### src/rtl/ccinv_pkg.sv
`timescale 1ns/1ps
package ccinv_pkg;

   localparam int unsigned WORD_W = 64;
   localparam int unsigned ID_W   = 16;
   localparam int unsigned FM_W   = 2;

   // descriptor low-word layout
   localparam int unsigned D_GRAN_LSB = 4;
   localparam int unsigned D_DID_LSB  = 16;
   localparam int unsigned D_SID_LSB  = 32;
   localparam int unsigned D_FM_LSB   = 48;
   localparam logic [WORD_W-1:0] CC_RSVD_MASK = 64'hfffc_0000_0000_ffc0;

   // command register layout
   localparam int unsigned C_DID_LSB  = 0;
   localparam int unsigned C_SID_LSB  = 16;
   localparam int unsigned C_FM_LSB   = 32;
   localparam int unsigned C_GRAN_LSB = 61;
   localparam int unsigned CAIG_LSB   = 59;
   localparam logic [WORD_W-1:0] CAIG_MASK = 64'h3 << CAIG_LSB;

   typedef enum logic [1:0] {
      GR_NONE   = 2'd0,
      GR_GLOBAL = 2'd1,
      GR_DOMAIN = 2'd2,
      GR_DEVICE = 2'd3
   } gran_e;

   typedef struct packed {
      logic            glob;
      logic            dev;
      logic            err;
      logic            foreign;
      logic [ID_W-1:0] did;
      logic [ID_W-1:0] sid;
      logic [FM_W-1:0] fm;
      logic [1:0]      caig;
   } dec_res_t;

   function automatic logic [WORD_W-1:0] place_caig(input logic [1:0] g);
      return WORD_W'(g) << CAIG_LSB;
   endfunction

endpackage

### src/rtl/ccinv_desc_dec.sv
`timescale 1ns/1ps
module ccinv_desc_dec
   import ccinv_pkg::*;
#(
   parameter int unsigned CC_TYPE = 1
) (
   input  logic [WORD_W-1:0] lo_i,
   input  logic [WORD_W-1:0] hi_i,
   output dec_res_t          res_o
);

   logic [WORD_W-1:0] rsvd_hit;
   logic              type_match;
   gran_e             gran;

   for (genvar b = 0; b < WORD_W; b++) begin : g_rsvd
      if (CC_RSVD_MASK[b]) begin : g_chk
         assign rsvd_hit[b] = lo_i[b];
      end else begin : g_free
         assign rsvd_hit[b] = 1'b0;
      end
   end

   assign type_match = (lo_i[3:0] == 4'(CC_TYPE));
   assign gran       = gran_e'(lo_i[D_GRAN_LSB +: 2]);

   always_comb begin
      res_o = '0;
      if (!type_match) begin
         res_o.foreign = 1'b1;
      end else if ((|rsvd_hit) || (|hi_i)) begin
         res_o.err = 1'b1;
      end else begin
         case (gran)
            GR_GLOBAL, GR_DOMAIN: begin
               res_o.glob = 1'b1;
               res_o.did  = lo_i[D_DID_LSB +: ID_W];
            end
            GR_DEVICE: begin
               res_o.dev = 1'b1;
               res_o.sid = lo_i[D_SID_LSB +: ID_W];
               res_o.fm  = lo_i[D_FM_LSB +: FM_W];
            end
            default: res_o.err = 1'b1;
         endcase
      end
   end

endmodule

### src/rtl/ccinv_cmd_dec.sv
`timescale 1ns/1ps
module ccinv_cmd_dec
   import ccinv_pkg::*;
(
   input  logic [WORD_W-1:0] cmd_i,
   output dec_res_t          res_o
);

   gran_e gran;
   logic  unused_cmd_bits;

   assign gran            = gran_e'(cmd_i[C_GRAN_LSB +: 2]);
   assign unused_cmd_bits = ^{cmd_i[63], cmd_i[60:34]};

   always_comb begin
      res_o = '0;
      case (gran)
         GR_GLOBAL, GR_DOMAIN: begin
            res_o.glob = 1'b1;
            res_o.did  = cmd_i[C_DID_LSB +: ID_W];
            res_o.caig = 2'd1;
         end
         GR_DEVICE: begin
            res_o.dev  = 1'b1;
            res_o.sid  = cmd_i[C_SID_LSB +: ID_W];
            res_o.fm   = cmd_i[C_FM_LSB +: FM_W];
            res_o.caig = 2'd3;
         end
         default: res_o.caig = 2'd0;
      endcase
   end

endmodule

### src/rtl/ccinv_issue.sv
`timescale 1ns/1ps
module ccinv_issue
   import ccinv_pkg::*;
#(
   parameter int unsigned DESC_FIRST = 1
) (
   input  logic              clk_i,
   input  logic              rst_ni,
   input  logic              desc_v_i,
   input  logic              cmd_v_i,
   input  dec_res_t          desc_res_i,
   input  dec_res_t          cmd_res_i,
   output logic              inv_global_o,
   output logic              inv_device_o,
   output logic [ID_W-1:0]   inv_did_o,
   output logic [ID_W-1:0]   inv_sid_o,
   output logic [FM_W-1:0]   inv_fm_o,
   output logic              desc_done_o,
   output logic              desc_err_o,
   output logic              desc_foreign_o,
   output logic              resp_valid_o,
   output logic [WORD_W-1:0] resp_o
);

   logic     take_desc;
   logic     take_cmd;
   dec_res_t sel;

   if (DESC_FIRST != 0) begin : g_desc_wins
      assign take_desc = desc_v_i;
      assign take_cmd  = cmd_v_i & ~desc_v_i;
   end else begin : g_cmd_wins
      assign take_cmd  = cmd_v_i;
      assign take_desc = desc_v_i & ~cmd_v_i;
   end

   always_comb begin
      sel = '0;
      if (take_desc)     sel = desc_res_i;
      else if (take_cmd) sel = cmd_res_i;
   end

   always_ff @(posedge clk_i) begin
      if (!rst_ni) begin
         inv_global_o   <= 1'b0;
         inv_device_o   <= 1'b0;
         inv_did_o      <= '0;
         inv_sid_o      <= '0;
         inv_fm_o       <= '0;
         desc_done_o    <= 1'b0;
         desc_err_o     <= 1'b0;
         desc_foreign_o <= 1'b0;
         resp_valid_o   <= 1'b0;
         resp_o         <= '0;
      end else begin
         inv_global_o   <= sel.glob;
         inv_device_o   <= sel.dev;
         inv_did_o      <= sel.did;
         inv_sid_o      <= sel.sid;
         inv_fm_o       <= sel.fm;
         desc_done_o    <= take_desc;
         desc_err_o     <= take_desc & sel.err;
         desc_foreign_o <= take_desc & sel.foreign;
         resp_valid_o   <= take_cmd;
         resp_o         <= take_cmd ? place_caig(sel.caig) : '0;
      end
   end

   AST_ONE_KIND: assert property (@(posedge clk_i) disable iff (!rst_ni)
      $onehot0({inv_global_o, inv_device_o, desc_err_o}));

   AST_CAUSED: assert property (@(posedge clk_i) disable iff (!rst_ni)
      (inv_global_o || inv_device_o || desc_done_o || resp_valid_o)
         |-> $past(desc_v_i || cmd_v_i));

endmodule

### src/rtl/ccinv_top.sv
`timescale 1ns/1ps
module ccinv_top
   import ccinv_pkg::*;
#(
   parameter int unsigned DESC_CC_TYPE = 1,
   parameter int unsigned DESC_FIRST   = 1
) (
   input  logic        clk_i,
   input  logic        rst_ni,
   input  logic        desc_valid_i,
   input  logic [63:0] desc_lo_i,
   input  logic [63:0] desc_hi_i,
   input  logic        cmd_valid_i,
   input  logic [63:0] cmd_data_i,
   output logic        inv_global_o,
   output logic        inv_device_o,
   output logic [15:0] inv_did_o,
   output logic [15:0] inv_sid_o,
   output logic [1:0]  inv_fm_o,
   output logic        desc_done_o,
   output logic        desc_err_o,
   output logic        desc_foreign_o,
   output logic        resp_valid_o,
   output logic [63:0] resp_o
);

   if (DESC_CC_TYPE > 15) begin : g_bad_type
      $error("DESC_CC_TYPE does not fit the 4-bit descriptor type field");
   end
   if (DESC_FIRST > 1) begin : g_bad_prio
      $error("DESC_FIRST must be 0 or 1");
   end

   dec_res_t desc_res;
   dec_res_t cmd_res;

   ccinv_desc_dec #(.CC_TYPE(DESC_CC_TYPE)) i_desc_dec (
      .lo_i  (desc_lo_i),
      .hi_i  (desc_hi_i),
      .res_o (desc_res)
   );

   ccinv_cmd_dec i_cmd_dec (
      .cmd_i (cmd_data_i),
      .res_o (cmd_res)
   );

   ccinv_issue #(.DESC_FIRST(DESC_FIRST)) i_issue (
      .clk_i          (clk_i),
      .rst_ni         (rst_ni),
      .desc_v_i       (desc_valid_i),
      .cmd_v_i        (cmd_valid_i),
      .desc_res_i     (desc_res),
      .cmd_res_i      (cmd_res),
      .inv_global_o   (inv_global_o),
      .inv_device_o   (inv_device_o),
      .inv_did_o      (inv_did_o),
      .inv_sid_o      (inv_sid_o),
      .inv_fm_o       (inv_fm_o),
      .desc_done_o    (desc_done_o),
      .desc_err_o     (desc_err_o),
      .desc_foreign_o (desc_foreign_o),
      .resp_valid_o   (resp_valid_o),
      .resp_o         (resp_o)
   );

   logic desc_owns;
   logic desc_typed;
   logic desc_clean;
   assign desc_owns  = desc_valid_i && ((DESC_FIRST != 0) || !cmd_valid_i);
   assign desc_typed = desc_lo_i[3:0] == 4'(DESC_CC_TYPE);
   assign desc_clean = ((desc_lo_i & CC_RSVD_MASK) == '0) && (desc_hi_i == '0);

   AST_FOREIGN_QUIET: assert property (@(posedge clk_i) disable iff (!rst_ni)
      (desc_owns && !desc_typed)
         |=> (desc_foreign_o && !desc_err_o && !inv_global_o && !inv_device_o));

   AST_RSVD_REJECT: assert property (@(posedge clk_i) disable iff (!rst_ni)
      (desc_owns && desc_typed && !desc_clean)
         |=> (desc_err_o && !inv_global_o && !inv_device_o));

   AST_DEV_FIELDS: assert property (@(posedge clk_i) disable iff (!rst_ni)
      (desc_owns && desc_typed && desc_clean && desc_lo_i[5:4] == 2'd3)
         |=> (inv_device_o && inv_sid_o == $past(desc_lo_i[47:32])
              && inv_fm_o == $past(desc_lo_i[49:48])));

   AST_RESP_CLEAN: assert property (@(posedge clk_i) disable iff (!rst_ni)
      resp_valid_o |-> (((resp_o & ~CAIG_MASK) == '0) && resp_o[60:59] != 2'd2));

   AST_COLLIDE_DROP: assert property (@(posedge clk_i) disable iff (!rst_ni)
      (desc_valid_i && cmd_valid_i && DESC_FIRST != 0) |=> !resp_valid_o);

endmodule

### config.mk
export PLATFORM = sky130hd
export DESIGN_NAME = ccinv_top
export DESIGN_NICKNAME = d
export VERILOG_FILES = /design/src/rtl/ccinv_pkg.sv /design/src/rtl/ccinv_desc_dec.sv /design/src/rtl/ccinv_cmd_dec.sv /design/src/rtl/ccinv_issue.sv /design/src/rtl/ccinv_top.sv
export SDC_FILE = /design/constraint.sdc
export NUM_CORES = 1
export LEC_CHECK = 0
export CAP_MARGIN = 40
export CORE_AREA = 2 2 118 120
export CTS_BUF_LIST = sky130_fd_sc_hd__clkbuf_16
export DETAILED_ROUTE_END_ITERATION = 16
export DIE_AREA = 0 0 120 122
export PLACE_DENSITY = 0.6
export SYNTH_ARGS = -nofsm -noshare
export SYNTH_HDL_FRONTEND = slang
export SYNTH_SLANG_ARGS = --single-unit
### constraint.sdc
create_clock -name clk_i -period 1.7 [get_ports clk_i]
set_input_delay 0.34 -clock clk_i [delete_from_list [all_inputs] [get_ports clk_i]]
set_output_delay 0.34 -clock clk_i [all_outputs]
set_load 0.05 [all_outputs]
==> impl_metrics.env, run 1 <==
export IMPL_outcome="complete, but fails checks"
export IMPL_violations="setup timing"
export IMPL_placedCellCount=667
export IMPL_max_stage_delay_ns=0.59
export IMPL_synth_top_family_by_area="buffers and inverters"
export IMPL_vias=2861
export IMPL_cts_sinks=42
export IMPL_worstPathRequired_ns=1.90
export IMPL_path_clk_slew_ns=0.06
export IMPL_drive_above_1_share_pct=42.39
export IMPL_cts_tree="built"
export IMPL_synth_compound_area_share_pct=17.38
export IMPL_end_kind="flop"
export IMPL_layout_worst_path_cycle_share_pct=104.9
export IMPL_final_common_cell="clkdlybuf4s50_1"
export IMPL_rows=43
export IMPL_hold_violations=0
export IMPL_synth_warnings=0
export IMPL_arrival_ns=1.99
export IMPL_synth_area_leaders="dfxtp_1 34%, buf_4 19%, o31ai_2 15%"
export IMPL_avgSynthCellArea_um2=8.843
export IMPL_max_freq_mhz=560.9
export IMPL_setup_tns_ns=-0.5078
export IMPL_seq_area_frac_synth_pct=33.96
export IMPL_io_buffers=209
export IMPL_setup_viol=23
export IMPL_setup_slack_ns=-0.08295
export IMPL_grt_max_degree=24
export IMPL_p_sw_share_pct=31.62
export IMPL_synth_simple_area_share_pct=22.03
export IMPL_wire_per_inst_um=16.23
export IMPL_start_util_pct=18.34
export IMPL_synth_cell_types=24
export IMPL_cts_hold_buf=0
export IMPL_holdWs_ns=0.4333
export IMPL_max_vdd_ir_drop_v=0.0003541
export IMPL_netlist_area_um2=2476
export IMPL_synth_top_area_share_pct=33.96
export IMPL_seq_power_share_pct=33.5
export IMPL_antenna_found_initial=0
export IMPL_layout_cells_non_filler=699
export IMPL_multi_input_area_um2=1861
export IMPL_critPathBufInv=3
export IMPL_maxCapViolations=0
export IMPL_pin_count=300
export IMPL_die_area_um2=14640
export IMPL_startpoint_type="primary input"
export IMPL_hold_class="primary input to flop"
export IMPL_postSynthCellCount=280
export IMPL_clkPwrFrac_pct=36.0
export IMPL_slew_viol_final=0
export IMPL_ys_ff_latch=42
export IMPL_p_leak_nw=2.369
export IMPL_period_minus_slack_ns=1.783
export IMPL_power_switching_uw=952.1
export IMPL_dp_final_hpwl_mm=7.422
export IMPL_pwr_share_comb_pct=30.6
export IMPL_top_usage_layer="met2"
export IMPL_num_antenna_cells=0
export IMPL_drt_iter0_drc=108
export IMPL_synth_top_cell_by_area="dfxtp_1"
export IMPL_grt_pass1_vias=2903
export IMPL_p_int_mw=2.059
export IMPL_cts_made_buffers=5
export IMPL_final_nets=718
export IMPL_dr_pass1_iters=4
export IMPL_grtUsageMet1_pct=14.40
export IMPL_seqCellArea_um2=840.8
export IMPL_grt_util_met3_pct=3.137
export IMPL_crit_path_cell_trace="buf_6, nor4_4, nand4_1, or4_4, buf_12, buf_12, o31ai_4"
export IMPL_power_mw=3.011
export IMPL_track_usage_pct=13.83
export IMPL_route_detailed_drc=0
export IMPL_synthMuxAreaShare_pct=0
export IMPL_grt_pass1_wl_mm=15.46
export IMPL_synth_xor_area_share_pct=0
export IMPL_crit_slowest_cell="or4_4"
export IMPL_grt_overflow_total=0
export IMPL_clock_root_buffer="clkbuf_16"
export IMPL_vias_per_cell=4.093
export IMPL_cpLargestDelayFamily="simple AND/OR/NAND/NOR gates"
export IMPL_fill_cells=1320
export IMPL_worstPathMaxFanout=7
export IMPL_layout_common_cells="78 x clkdlybuf4s50_1, 62 x conb_1, 51 x buf_4"
export IMPL_clockBufferDepth=2
export IMPL_grt_util_met2_pct=27.34
export IMPL_die_h_um=122
export IMPL_core_um2=13500
export IMPL_gp_congestion=0.7381
export IMPL_wl_mm=11.35
export IMPL_htreeDepth=2
export IMPL_worst_setup_path_type="primary input to flop"
export IMPL_rsz0062_at_grt="yes"
export IMPL_die_x_um=120
export IMPL_syn_to_final_growth_pct=129.3
export IMPL_powerDensity_nw_per_um2=530.2
export IMPL_final_core_util_pct=42.05
export IMPL_yosys_area_share_adder_pct=2.021
export IMPL_crit_path_frequent_cell="buf_12"
export IMPL_ant_nets=0
metal layers:
layer,wire [um],vias to the layer above
met5,0,-
met4,150,0
met3,931,10
met2,6195,168
met1,4071,1329
li1,-,1354
state kept, by name, indices dropped and copies added, names as in the netlist:
| signal | cells |
|---|---|
| i_issue.desc_err_o | 1 |
| i_issue.desc_foreign_o | 1 |
| i_issue.inv_device_o | 1 |
| i_issue.inv_global_o | 1 |
| i_issue.desc_done_o | 1 |
| i_issue.resp_o | 2 |
| i_issue.resp_valid_o | 1 |
| i_issue.inv_sid_o | 16 |
| i_issue.inv_did_o | 16 |
| i_issue.inv_fm_o | 2 |
per-stage QoR:
step                area, um2  setup slack (ns)
finish                   5678          -0.08295
global route             5678           -0.1289
CTS                      5275          -0.08008
detailed placement       4601           -0.8934
global placement         4601           -0.8924
floorplan                2755          -0.08112
power by group through the flow:
stage / registers, mW / logic (mW) / clock network (mW)
3_3_place_gp: 1.03 / 0.892 / 0
6_report: 1.01 / 0.920 / 1.08
5_1_grt: 1.01 / 0.960 / 1.15
4_1_cts: 1.01 / 0.896 / 1.10
3_5_place_dp: 1.03 / 0.897 / 0
2_1_floorplan: 1.09 / 0.473 / 0
area by class of cell:
type	count	area share, %
timing repair buffer	250	45.06
tap	180	3.967
multi-input combinational	212	32.77
sequential	42	14.81
clock buffer	5	2.204
inverter	7	0.4628
clock inverter	3	0.7272
cells in the mapped netlist:
| cell | count |
|---|---|
| or2_2 | 1 |
| buf_1 | 3 |
| o31ai_2 | 30 |
| and3b_1 | 1 |
| nand2_1 | 38 |
| or4b_1 | 1 |
| buf_4 | 62 |
| clkbuf_1 | 11 |
| o31a_2 | 1 |
| buf_2 | 1 |
| dfxtp_1 | 42 |
| o31ai_1 | 6 |
| and2_1 | 2 |
| buf_6 | 1 |
| nor4_1 | 22 |
| nor2_2 | 1 |
| buf_8 | 3 |
| or4_1 | 1 |
| conb_1 | 1 |
| nand3_1 | 34 |
| ha_1 | 4 |
| nor2b_1 | 2 |
| nand4_1 | 5 |
| inv_1 | 7 |
worst paths after layout:
| check | startpoint | endpoint | slack (ns) | cells past startpoint |
|---|---|---|---|---|
| setup / recovery | desc_hi_i[40] | i_issue.inv_global_o$_SDFF_PN0_ | -0.08 | 7 |
| hold / removal | desc_lo_i[1] | i_issue.desc_foreign_o$_SDFF_PN0_ | 0.43 | 3 |
timing repair:
item / in CTS / in global routing
resized for setup: 245 / 83
cloned: 8 / 4
endpoints found under the setup margin: 37 / 37
setup buffers: 13 / 2
pin swaps: 61 / 49
cell families (layout without fill, tap and decap cells):
family,after synthesis,in the layout
buffers and inverters,88,265
flip-flops,42,42
other,1,62
AO/OA/AOI/OAI,37,37
AND/OR/NAND/NOR,108,109
adder cells (fa/ha/maj),4,4
No activity file was read; power rests on OpenSTA's default activity.
==> run 2, diff against run 1 <==
- RECOVER_POWER: not set -> 25
==> run 2 against run 1 <==
Sequential power barely moved. Combinational power barely moved. Final cell count did not move. Global-route usage did not move. Non-clock buffer count did not move. Sequential share of layout area rose by 0.089 points. Worst setup slack got worse by 0.0017 ns. Cell area fell by 0.60%. Clock power barely moved. Highest routed layer unchanged. Critical path depth did not move. Die area did not move. Via count fell by 0.24%. The flow still finishes with violations (setup timing).
==> impl_metrics.env, run 2 (synthesis results as in run 1) <==
export IMPL_gp_congestion=0.7381
export IMPL_slew_headroom_pct=57.30
export IMPL_syn_to_final_growth_pct=127.9
export IMPL_rsz0062_at_grt="yes"
export IMPL_clockBufferDepth=2
export IMPL_arrival_ns=1.99
export IMPL_grt_pass1_vias=2903
export IMPL_ant_nets=0
export IMPL_maxCapViolations=0
export IMPL_antenna_found_initial=0
export IMPL_p_sw_share_pct=31.64
export IMPL_p_int_mw=2.056
export IMPL_worst_setup_path_type="primary input to flop"
export IMPL_die_h_um=122
export IMPL_setup_viol=29
export IMPL_max_stage_delay_ns=0.59
export IMPL_grt_util_met3_pct=3.137
export IMPL_num_antenna_cells=0
export IMPL_wire_per_inst_um=16.24
export IMPL_cts_made_buffers=5
export IMPL_setup_tns_ns=-0.6281
export IMPL_path_clk_slew_ns=0.06
export IMPL_layout_worst_path_cycle_share_pct=105.0
export IMPL_slew_viol_final=0
export IMPL_pwr_share_comb_pct=30.5
export IMPL_hp_start="desc_lo_i[2]"
export IMPL_seq_power_share_pct=33.5
export IMPL_start_util_pct=18.34
export IMPL_grt_pass1_wl_mm=15.46
export IMPL_worstPathMaxFanout=7
export IMPL_final_core_util_pct=41.80
export IMPL_htreeDepth=2
export IMPL_final_nets=718
export IMPL_power_switching_uw=951.6
export IMPL_drive_above_1_share_pct=40.66
export IMPL_core_um2=13500
export IMPL_hold_class="primary input to flop"
export IMPL_grtUsageMet1_pct=14.40
export IMPL_route_detailed_drc=0
export IMPL_end_kind="flop"
export IMPL_clock_root_buffer="clkbuf_16"
export IMPL_top_usage_layer="met2"
export IMPL_drt_iter0_drc=106
export IMPL_startpoint="desc_hi_i[40]"
export IMPL_crit_slowest_cell="or4_4"
export IMPL_reg_top3="i_issue.inv_did_o: 16 flops, i_issue.inv_sid_o: 16 flops"
export IMPL_cts_tree="built"
export IMPL_rows=43
export IMPL_p_leak_nw=2.334
export IMPL_max_freq_mhz=560.3
export IMPL_worstPathRequired_ns=1.90
export IMPL_track_usage_pct=13.83
export IMPL_pin_count=300
export IMPL_grt_max_degree=24
export IMPL_grt_util_met2_pct=27.34
export IMPL_outcome="complete, but fails checks"
export IMPL_cts_sinks=42
export IMPL_violations="setup timing"
export IMPL_grt_overflow_total=0
export IMPL_dp_slack_ns=-0.8934
export IMPL_powerDensity_nw_per_um2=532.8
export IMPL_fill_cells=1329
export IMPL_worst_pin_slew_ns=0.6433
export IMPL_hold_violations=0
export IMPL_clkPwrFrac_pct=36.0
export IMPL_power_mw=3.007
export IMPL_max_vdd_ir_drop_v=0.0003541
export IMPL_final_common_cell="clkdlybuf4s50_1"
export IMPL_dp_final_hpwl_mm=7.422
export IMPL_die_x_um=120
export IMPL_io_buffers=209
export IMPL_startpoint_type="primary input"
export IMPL_layout_common_cells="77 x clkdlybuf4s50_1, 62 x conb_1, 43 x buf_4"
export IMPL_period_minus_slack_ns=1.785
export IMPL_vias_per_cell=4.083
export IMPL_crit_path_cell_trace="buf_6, nor4_4, nand4_1, or4_4, buf_12, buf_12, o31ai_4"
export IMPL_die_area_um2=14640
export IMPL_vias=2854
export IMPL_wl_mm=11.36
export IMPL_dr_pass1_iters=4
export IMPL_setup_slack_ns=-0.08461
export IMPL_crit_path_frequent_cell="buf_12"
run 2: layout make-up:
class | count | area, um2 | share of cell area (%)
clock inverter | 3 | 41.29 | 0.7315
tap | 180 | 225.2 | 3.990
multi-input combinational | 212 | 1857 | 32.90
sequential | 42 | 840.8 | 14.90
clock buffer | 5 | 125.1 | 2.217
timing repair buffer | 250 | 2529 | 44.80
inverter | 7 | 26.28 | 0.4655
run 2: layer usage:
metal  share of wire (%)  vias to the layer above
met2                  55                      161
met4                 1.1                        0
met3                 7.9                        8
li1                    -                     1354
met1                  36                     1331
met5                   0                        -
run 2: critical path: cells and delay by family:
family                 cells  cell delay [ns]
buffers and inverters      3             0.43
and+or+nand+nor            3             0.99
AOI/OAI and AO/OA          1             0.22
run 2: worst paths after layout:
check                           endpoint  slack [ns]  cells after the start
min    i_issue.desc_foreign_o$_SDFF_PN0_        0.49                      3
max      i_issue.inv_global_o$_SDFF_PN0_       -0.08                      7
run 2: metrics by stage:
stage	cells	hold slack, ns	area (um2)
final	699	0.4872	5644
after global routing	699	0.5256	5644
after CTS	695	0.4939	5275
after detailed placement	667	0.7911	4601
after global placement	667	0.7917	4601
after floorplan	341	0.4485	2755
run 2: repair_timing:
| item | in CTS | in global routing |
|---|---|---|
| buffers inserted | 13 | 2 |
| hold buffers | 0 | 0 |
| resized for setup | 245 | 83 |
| pin swaps | 61 | 49 |
| cloned | 8 | 4 |
| endpoints found under the setup margin | 37 | 37 |
run 2: power by group through the flow:
stage	clock, mW	sequential (mW)	combinational [mW]
final	1.08	1.01	0.917
after global routing	1.15	1.01	0.957
after CTS	1.10	1.01	0.896
after detailed placement	0	1.03	0.897
after global placement	0	1.03	0.892
after floorplan	0	1.09	0.473
